File: src/rtl/scsi_irq_pkg.sv
package scsi_irq_pkg;

    localparam int BYTE_W = 8;

    // Live bus lines shown in the line-status byte, MSB first (bit 7 is RST, never shown)
    typedef struct packed {
        logic bsy;
        logic req;
        logic msg;
        logic cd;
        logic io;
        logic sel;
        logic dbp;
    } line_snap_t;

    // Inputs mirrored into the bus-and-status byte
    typedef struct packed {
        logic eod;
        logic dreq;
        logic phase;
        logic busy;
        logic atn;
        logic ack;
    } aux_snap_t;

    // Odd parity over data plus parity bit: an even count of ones is an error
    function automatic logic parity_bad(input logic [BYTE_W-1:0] d, input logic p);
        return ~(^{p, d});
    endfunction

    function automatic logic [BYTE_W-1:0] pack_line(input line_snap_t s);
        return {1'b0, s.bsy, s.req, s.msg, s.cd, s.io, s.sel, s.dbp};
    endfunction

    function automatic logic [BYTE_W-1:0] pack_bsr(input aux_snap_t a,
                                                   input logic par_flag,
                                                   input logic irq_flag);
        return {a.eod, a.dreq, par_flag, irq_flag, a.phase, a.busy, a.atn, a.ack};
    endfunction

endpackage

File: src/rtl/scsi_par_chk.sv
module scsi_par_chk #(
    parameter int DATA_W = 8
) (
    input  logic [DATA_W-1:0] data,
    input  logic              dbp,
    input  logic              strobe_cpu,
    input  logic              strobe_dma,
    input  logic              chk_en,
    output logic              par_evt
);
    logic ones_odd;

    always_comb begin
        ones_odd = dbp;
        for (int i = 0; i < DATA_W; i++) begin
            ones_odd = ones_odd ^ data[i];
        end
        par_evt = chk_en && (strobe_cpu || strobe_dma) && !ones_odd;
    end

endmodule

File: src/rtl/scsi_rst_detect.sv
module scsi_rst_detect #(
    parameter int HOLD_CYC = 16
) (
    input  logic clk,
    input  logic rst,
    input  logic line_rst,
    input  logic local_rst,
    output logic rise,
    output logic release_all
);
    localparam int CNT_W = $clog2(HOLD_CYC + 1);

    logic             src;
    logic             src_q;
    logic [CNT_W-1:0] hold_cnt;

    assign src  = line_rst || local_rst;
    assign rise = src && !src_q;

    always_ff @(posedge clk) begin
        if (rst) begin
            src_q    <= 1'b0;
            hold_cnt <= '0;
        end else begin
            src_q <= src;
            if (rise) begin
                hold_cnt <= CNT_W'(HOLD_CYC);
            end else if (hold_cnt != '0) begin
                hold_cnt <= hold_cnt - 1'b1;
            end
        end
    end

    assign release_all = src_q || (hold_cnt != '0);

    // release requested at the edge following a reset rise
    a_r2_release_on_rise: assert property (@(posedge clk) disable iff (rst)
        rise |=> release_all);

    // release held while the source stays high
    a_r2_release_held: assert property (@(posedge clk) disable iff (rst)
        src |=> release_all);

endmodule

File: src/rtl/scsi_irq_status.sv
module scsi_irq_status
    import scsi_irq_pkg::*;
#(
    parameter int DATA_W   = 8,
    parameter int HOLD_CYC = 16
) (
    input  logic              clk,
    input  logic              rst,
    input  logic              bus_rst,
    input  logic              bus_bsy,
    input  logic              bus_req,
    input  logic              bus_ack,
    input  logic              bus_atn,
    input  logic              bus_sel,
    input  logic              bus_msg,
    input  logic              bus_cd,
    input  logic              bus_io,
    input  logic              bus_dbp,
    input  logic [DATA_W-1:0] bus_data,
    input  logic              cpu_data_rd,
    input  logic              dma_rx_byte,
    input  logic              mode_par_chk,
    input  logic              mode_par_irq,
    input  logic              icr_assert_rst,
    input  logic              dma_done,
    input  logic              phase_match,
    input  logic              busy_err,
    input  logic              dma_req,
    input  logic              irq_clr_rd,
    output logic              irq_out,
    output logic              release_all,
    output logic [7:0]        bus_and_stat,
    output logic [7:0]        bus_line_stat
);
    logic       rst_rise;
    logic       par_evt;
    logic       irq_q;
    logic       par_flag_q;
    line_snap_t line_q;
    aux_snap_t  aux_q;

    scsi_rst_detect #(.HOLD_CYC(HOLD_CYC)) u_rst_det (
        .clk        (clk),
        .rst        (rst),
        .line_rst   (bus_rst),
        .local_rst  (icr_assert_rst),
        .rise       (rst_rise),
        .release_all(release_all)
    );

    scsi_par_chk #(.DATA_W(DATA_W)) u_par_chk (
        .data      (bus_data),
        .dbp       (bus_dbp),
        .strobe_cpu(cpu_data_rd),
        .strobe_dma(dma_rx_byte),
        .chk_en    (mode_par_chk),
        .par_evt   (par_evt)
    );

    logic irq_set;
    assign irq_set = rst_rise || (par_evt && mode_par_irq);

    always_ff @(posedge clk) begin
        if (rst) begin
            irq_q      <= 1'b0;
            par_flag_q <= 1'b0;
            line_q     <= '0;
            aux_q      <= '0;
        end else begin
            if (irq_set)         irq_q <= 1'b1;
            else if (irq_clr_rd) irq_q <= 1'b0;

            if (par_evt)         par_flag_q <= 1'b1;
            else if (irq_clr_rd) par_flag_q <= 1'b0;

            line_q <= '{bsy: bus_bsy, req: bus_req, msg: bus_msg, cd: bus_cd,
                        io: bus_io, sel: bus_sel, dbp: bus_dbp};
            aux_q  <= '{eod: dma_done, dreq: dma_req, phase: phase_match,
                        busy: busy_err, atn: bus_atn, ack: bus_ack};
        end
    end

    assign irq_out       = irq_q;
    assign bus_line_stat = pack_line(line_q);
    assign bus_and_stat  = pack_bsr(aux_q, par_flag_q, irq_q);

    // a reset rise always raises the interrupt
    a_r1_rst_irq: assert property (@(posedge clk) disable iff (rst)
        rst_rise |=> irq_out);

    // the interrupt only rises after a reset rise or an enabled parity error
    a_r6_irq_cause: assert property (@(posedge clk) disable iff (rst)
        $rose(irq_out) |-> ($past(rst_rise) || ($past(par_evt) && $past(mode_par_irq))));

    // the parity flag only rises while checking is enabled
    a_r5_flag_gate: assert property (@(posedge clk) disable iff (rst)
        $rose(bus_and_stat[5]) |-> $past(mode_par_chk));

    // the clear read with no competing event empties both flags
    a_r7_clear: assert property (@(posedge clk) disable iff (rst)
        (irq_clr_rd && !rst_rise && !par_evt) |=> (!irq_out && !bus_and_stat[5]));

    // the interrupt-active bit mirrors the request line
    a_r4_irq_bit: assert property (@(posedge clk) disable iff (rst)
        bus_and_stat[4] == irq_out);

endmodule

File: config.mk
export PLATFORM = sky130hd
export DESIGN_NAME = scsi_irq_status
export DESIGN_NICKNAME = d
export VERILOG_FILES = /design/src/rtl/scsi_irq_pkg.sv /design/src/rtl/scsi_par_chk.sv /design/src/rtl/scsi_rst_detect.sv /design/src/rtl/scsi_irq_status.sv
export SDC_FILE = /design/constraint.sdc
export NUM_CORES = 1
export LEC_CHECK = 0
export BUFFER_PORTS_ARGS = -buffer_cell sky130_fd_sc_hd__buf_2
export CORE_AREA = 2 2 47 57
export DETAILED_ROUTE_END_ITERATION = 8
export DIE_AREA = 0 0 49 59
export GPL_ROUTABILITY_DRIVEN = 0
export PLACE_DENSITY_LB_ADDON = 0.1
export SLEW_MARGIN = 20
export SYNTH_ARGS = -nofsm -noshare
export SYNTH_HDL_FRONTEND = slang
export SYNTH_SLANG_ARGS = --single-unit
File: constraint.sdc
create_clock -name clk -period 1.2 [get_ports clk]
set_input_delay 0.06 -clock clk [delete_from_list [all_inputs] [get_ports clk]]
set_output_delay 0.06 -clock clk [all_outputs]
set_load 0.01 [all_outputs]
==> key figures, run 1 <==
GRT
  – GRT Util Overall: 14.0%
  – First-pass GRT wire length: 3.02 mm
  – Vias in the first global route: 759
  – GRT Max-Usage Layer: met2
  – Initial antenna violation count: 0
  – GR Util met3: 1.52%
  – GRT Residual Overflow: 0
  – M2 GR Usage: 29.5%
  – Grt met1 use: 13.0%
  – Largest net degree at the start of global routing: 16

Worst setup path
  – Startpoint types: flip-flop
  – Max FO, Critical Path: 2
  – Setup crit end kind: primary output
  – Crit path arrival time: 1310 ps
  – R2R setup slack: -170 ps
  – Critical path class: reg -> out
  – Crit path required time: 1140 ps

STA
  – Slew Viols, Final: 0
  – Final Skew: 4.64 ps
  – Worst-margin pin slew: 530 ps
  – Tcrit/Tclk final: 114%
  – Final setup violation count: 6
  – Setup TNS Final: -794 ps
  – F_max: 730 MHz
  – Final worst slack: -169 ps
  – Fin crit period: 1370 ps
  – Final Hold Vio Count: 0
  – Unrepaired setup endpoints after global routing: yes
  – Slew margin rel.: 64.3%

Synth
  – Sequential share of the synthesized area: 50.8%
  – FFs w/ async S/R, synth: 0%
  – Number of distinct library cells after synthesis: 24
  – Syn_area_per_cell: 10.5 sq um
  – Synth area leaders: dfxtp_1 (51%), nor2b_1 (9.8%), xnor2_1 (7.4%)
  – Primary flip-flop cell chosen by synthesis mapping: dfxtp_1
  – Synth warn: 0
  – Number of flops mapped to enable cells by yosys: 0
  – Post-synth top area cell: dfxtp_1
  – Syn Inst Count: 79
  – Area share of the largest cell type after synthesis: 50.8%
  – Seq cells post-synth: 21
  – Syn nets: 111
  – Mapped cell area: 828 sq um

Clock network
  – Number of CTS-inserted buffers: 3
  – Worst-path clk slew: 110 ps
  – TritonCTS clock tree: yes
  – Clk Latency, worst-skew pair: 290 ps
  – Clk buf depth: 2
  – CTS Sinks: 21
  – Clock H-tree levels: 1
  – CTS root buf: clkbuf_4

Cells and area
  – Final std cells w/o fill: 180
  – Most frequent cells in the layout: buf_2 (46), dfxtp_1 (19), dlygate4sd3_1 (14), nor2b_1 (13), buf_4 (7)
  – Final Cell Area: 1390 sq um
  – Layout cells sized above 1: 50.3%
  – Diodes inserted: 0
  – Area Growth Syn to Fin: 67.2%
  – Final core occ: 60.1%
  – Most common cell after layout, fill and taps aside: buf_2
  – Layout Nets: 182
  – Fillers: 235

Floorplanning
  – Ports: 48
  – Die width: 49 um
  – Core region area: 2310 sq um
  – DIE HEIGHT: 59 um
  – Die area: 2890 sq um
  – FP Rows: 19
  – Initial core utilization: 35.9%

Detailed routing
  – DRT antenna net count: 0
  – Final WL: 1.90 mm
  – # DRC: 0
  – Vias/cell: 4.23
  – First-iteration detailed-routing DRC count: 7
  – WL/cell: 10.5 um
  – Via count: 761
  – First-pass DRT Iterations: 3

Job
  – Max-cap violations: 0

Status
  – Outcome: finished, violations left
  – Failing checks: negative setup slack

Power and ir drop
  – PwrDens: 1590 nW/um^2
  – Peak VDD IR: 0.000850 V
  – Power Total: 2.20 mW
  – Pleak: 0.663 nW

Placed design
  – Placed Cells: 158
  – Port bufs: 46
  – Placed Area: 1120 sq um

Min path
  – Hold Path Class: in -> reg
[metal layers]
layer  vias to the layer above  part of all wire [%]
met3                         4                   2.8
met5                         -                     0
li1                        388                     -
met2                        21                    60
met1                       348                    35
met4                         0                   1.4
[final timing paths]
check,startpoint,endpoint,cells after the start
max,u_rst_det.hold_cnt[1]$_SDFFE_PP0P_,release_all,5
min reg2reg,par_flag_q$_SDFFE_PP0P_,par_flag_q$_SDFFE_PP0P_,2
max reg2reg,u_rst_det.hold_cnt[1]$_SDFFE_PP0P_,u_rst_det.hold_cnt[1]$_SDFFE_PP0P_,8
min,bus_dbp,bus_line_stat[0]$_SDFF_PP0_,2
[flip-flops by register name, summed over array words and instances (netlist names)]
| signal | cells |
|---|---|
| bus_line_stat | 7 |
| bus_and_stat | 6 |
| u_rst_det.hold_cnt | 5 |
| irq_out | 1 |
| par_flag_q | 1 |
| u_rst_det.src_q | 1 |
[power by group]
part | total (mW) | switching, mW | internal [mW]
logic | 1.03 | 0.429 | 0.604
registers | 0.840 | 0.0594 | 0.780
clock network | 0.325 | 0.196 | 0.129
[Yosys cell counts (all sizes together), types with 2 or more instances]
library cell,n
nor2,7
ha,2
buf,3
xnor2,8
dfxtp,21
o21ai,2
a21oi,2
nor2b,13
nor3,4
inv,5
[critical path, stage by stage, from the launching register on]
cell and delay (ps):
dfxtp_2 340, inv_2 70, ha_4 130, nor4b_4 240
nand2b_1 90, buf_2 140
[cell type report]
cell class / instances / area, sq um / area share (%)
Sequential cell: 21 / 423 / 30.5
Tap cell: 31 / 38.8 / 2.80
Clock buffer: 4 / 26.3 / 1.90
Inverter: 5 / 18.8 / 1.36
Multi-Input combinational cell: 49 / 422 / 30.4
Timing Repair Buffer: 70 / 457 / 33.0
[metrics by stage]
stage | hold slack (ps) | worst slack (ps)
2_1_floorplan | 132 | 4.90
3_3_place_gp | 268 | -20.5
3_5_place_dp | 272 | -55.3
4_1_cts | 3.01 | -174
5_1_grt | 10.6 | -254
6_report | 7.55 | -169
[logic make-up (layout without fill, tap and decap cells)]
logic type / count (synthesis) / count (layout) / share of synthesized area, %
buf+inv: 9 / 79 / 5.44
xor+xnor: 10 / 10 / 13.1
fa+ha+maj: 2 / 2 / 3.02
compound gates: 7 / 7 / 6.34
simple gates: 29 / 29 / 20.8
flops: 21 / 21 / 50.8
other cells: 1 / 1 / 0.453
[timing repair]
item,in CTS,in global routing
hold buffers,13,1
buffers inserted,3,1
pin swaps,4,1
resized for setup,14,5
hold endpoints to repair,12,1
endpoints found under the setup margin,6,6
Power figures use the tool's default switching activity.
==> inputs of run 2 (changes only) <==
--- a/config.mk
+++ b/config.mk
@@ -6,11 +6,13 @@
 export NUM_CORES = 1
 export LEC_CHECK = 0
 export BUFFER_PORTS_ARGS = -buffer_cell sky130_fd_sc_hd__buf_2
-export CORE_AREA = 2 2 47 57
+export CAP_MARGIN = 40
+export CORE_AREA = 2 2 43 52
 export DETAILED_ROUTE_END_ITERATION = 8
-export DIE_AREA = 0 0 49 59
+export DIE_AREA = 0 0 45 54
 export GPL_ROUTABILITY_DRIVEN = 0
 export PLACE_DENSITY_LB_ADDON = 0.1
+export SKIP_CTS_REPAIR_TIMING = 1
 export SLEW_MARGIN = 20
 export SYNTH_ARGS = -nofsm -noshare
 export SYNTH_HDL_FRONTEND = slang
==> constraint.sdc (replaced) <==
create_clock -name clk -period 1.65 [get_ports clk]
set_input_delay 0.0825 -clock clk [delete_from_list [all_inputs] [get_ports clk]]
set_output_delay 0.0825 -clock clk [all_outputs]
set_load 0.01 [all_outputs]
==> run 2 against run 1 <==
The flow finishes with violations (negative hold slack). Critical path depth is the same. Non-clock buffer count shrank 17. Largest cell class is now registers. Wire length shrank 22%. Sequential power shrank 28%. Core utilization shrank 2.0 points. Register-to-register slack gained 500 ps. First-iteration DRC count shrank 100%. Highest routed layer unchanged. Power shrank 42%. Combinational power shrank 58%. Setup slack gained 400 ps.
==> key figures, run 2 (synthesis gave the netlist of run 1 again) <==
Status
  – Outcome: finished, violations left
  – Failing checks: negative hold slack

Clock network
  – CTS Sinks: 21
  – Worst-path clk slew: 110 ps
  – TritonCTS clock tree: yes
  – Number of CTS-inserted buffers: 3
  – CTS root buf: clkbuf_4
  – Clk Latency, worst-skew pair: 280 ps
  – Clk buf depth: 2
  – Clock H-tree levels: 1

Worst setup path
  – Worst path bufs/invs: 2
  – Startpoint types: flip-flop
  – Path depth of the worst reg2reg path: 7
  – Crit path arrival time: 1330 ps
  – Critical path class: reg -> out
  – Worst path slowest cell: dfxtp_1
  – Crit path required time: 1570 ps
  – Setup crit end kind: primary output
  – R2r startpoint: u_rst_det.hold_cnt[0]$_SDFFE_PP0P_
  – Top delay family on crit path: flip-flops
  – Worst path depth: 5
  – Crit. Startpoint: u_rst_det.hold_cnt[0]$_SDFFE_PP0P_
  – Slowest stage delay, CP: 330 ps
  – Max FO, Critical Path: 3
  – Critical Path, Cell by Cell: inv_1, ha_1, nor4b_4, nand2b_1, buf_2

GRT
  – First-pass GRT wire length: 2.31 mm
  – GRT Util Overall: 12.7%
  – Vias in the first global route: 594
  – Initial antenna violation count: 0
  – Largest net degree at the start of global routing: 17
  – GRT Residual Overflow: 0

Floorplanning
  – Die area: 2430 sq um
  – FP Rows: 18
  – Initial core utilization: 41.8%
  – Die width: 45 um
  – Core region area: 1980 sq um
  – DIE HEIGHT: 54 um
  – Ports: 48

Min path
  – Hold Path Class: in -> reg
  – Hold Path Stages: 2
  – Hold path start: bus_bsy

Power and ir drop
  – Power Total: 1.28 mW
  – Peak VDD IR: 0.000657 V
  – Sequential Power Share: 47.7%
  – Clock share of power: 18.1%
  – PwrDens: 1110 nW/um^2
  – Internal power: 0.901 mW
  – NetSw: 0.374 mW
  – Pleak: 0.569 nW
  – Comb pwr share: 34.1%
  – Sw Ratio: 29.3%

Detailed routing
  – Vias/cell: 4.43
  – WL/cell: 9.70 um
  – First-pass DRT Iterations: 1
  – DRT antenna net count: 0
  – Final WL: 1.47 mm
  – # DRC: 0
  – Via count: 673
  – First-iteration detailed-routing DRC count: 0

Cells and area
  – Layout Nets: 165
  – Fillers: 192
  – Diodes inserted: 0
  – Most frequent cells in the layout: buf_2 (46), dfxtp_1 (21), nor2b_1 (13), nor2_1 (7), xnor2_1 (7)
  – Area Growth Syn to Fin: 39.0%
  – Register Area: 420 sq um
  – Most common cell after layout, fill and taps aside: buf_2
  – Max reg flops: 7
  – Layout cells sized above 1: 40.2%
  – Area of the multi-input gates: 363 sq um

STA
  – F_max: 706 MHz
  – Final setup violation count: 0
  – Tcrit/Tclk final: 85.9%
  – Setup TNS Final: 0 ps
  – Fin crit period: 1420 ps
  – Unrepaired setup endpoints after global routing: no
  – Worst Hold Slack: -1.89 ps
  – Final Hold Vio Count: 2
  – Final Skew: 4.57 ps
  – Slew Viols, Final: 0

Placed design
  – DP HPWL: 1.17 mm
  – Port bufs: 46

Job
  – Max-cap violations: 0
run 2: cell types whose count changed in the layout (fill, tap and decap cells not counted), moves of 2 or more:
cell and change:
inv_2 -2, ha_1 +2, inv_1 +2, nor3_2 -2
dfxtp_1 +2, buf_4 -6, nor3_1 +2, dfxtp_2 -2
ha_4 -2, dlygate4sd3_1 -8, buf_6 -3
run 2: layout make-up:
class,count,share of cell area [%]
well taps,20,2.17
multi-input cells,49,31.5
flip-flops and latches,21,36.5
repair buffers,53,25.9
clock buffers,4,2.28
inverters,5,1.63
run 2: power by group through the flow:
stage               registers [mW]  logic, mW  clock network [mW]
global placement             0.618      0.398                   0
finish                       0.609      0.435               0.231
CTS                          0.610      0.409               0.240
floorplan                    0.624      0.297                   0
detailed placement           0.621      0.407                   0
global route                 0.617      0.491               0.265
run 2: stage by stage:
step / setup slack, ps / utilization [%] / area, sq um / std cells
after floorplan: 455 / - / 828 / 79
after global placement: 400 / 53.3 / 1060 / 141
after detailed placement: 341 / 53.3 / 1060 / 141
after CTS: 72.2 / 54.7 / 1080 / 145
after global routing: 111 / 58.1 / 1150 / 152
final: 233 / 58.1 / 1150 / 152
run 2: final timing paths:
check | endpoint | slack, ps
worst max-delay path | release_all | 230
worst min-delay path | bus_line_stat[6]$_SDFF_PP0_ | -2
worst max register to register | u_rst_det.hold_cnt[1]$_SDFFE_PP0P_ | 330
worst min register to register | par_flag_q$_SDFFE_PP0P_ | 470
run 2: metal layers:
layer / track usage [%] / vias up / share of wire (%)
li1: - / 352 / -
met1: 13.4 / 301 / 40
met2: 25.0 / 18 / 54
met3: 2.68 / 2 / 5.0
met4: 2.94 / 0 / 0.68
met5: 0 / - / 0
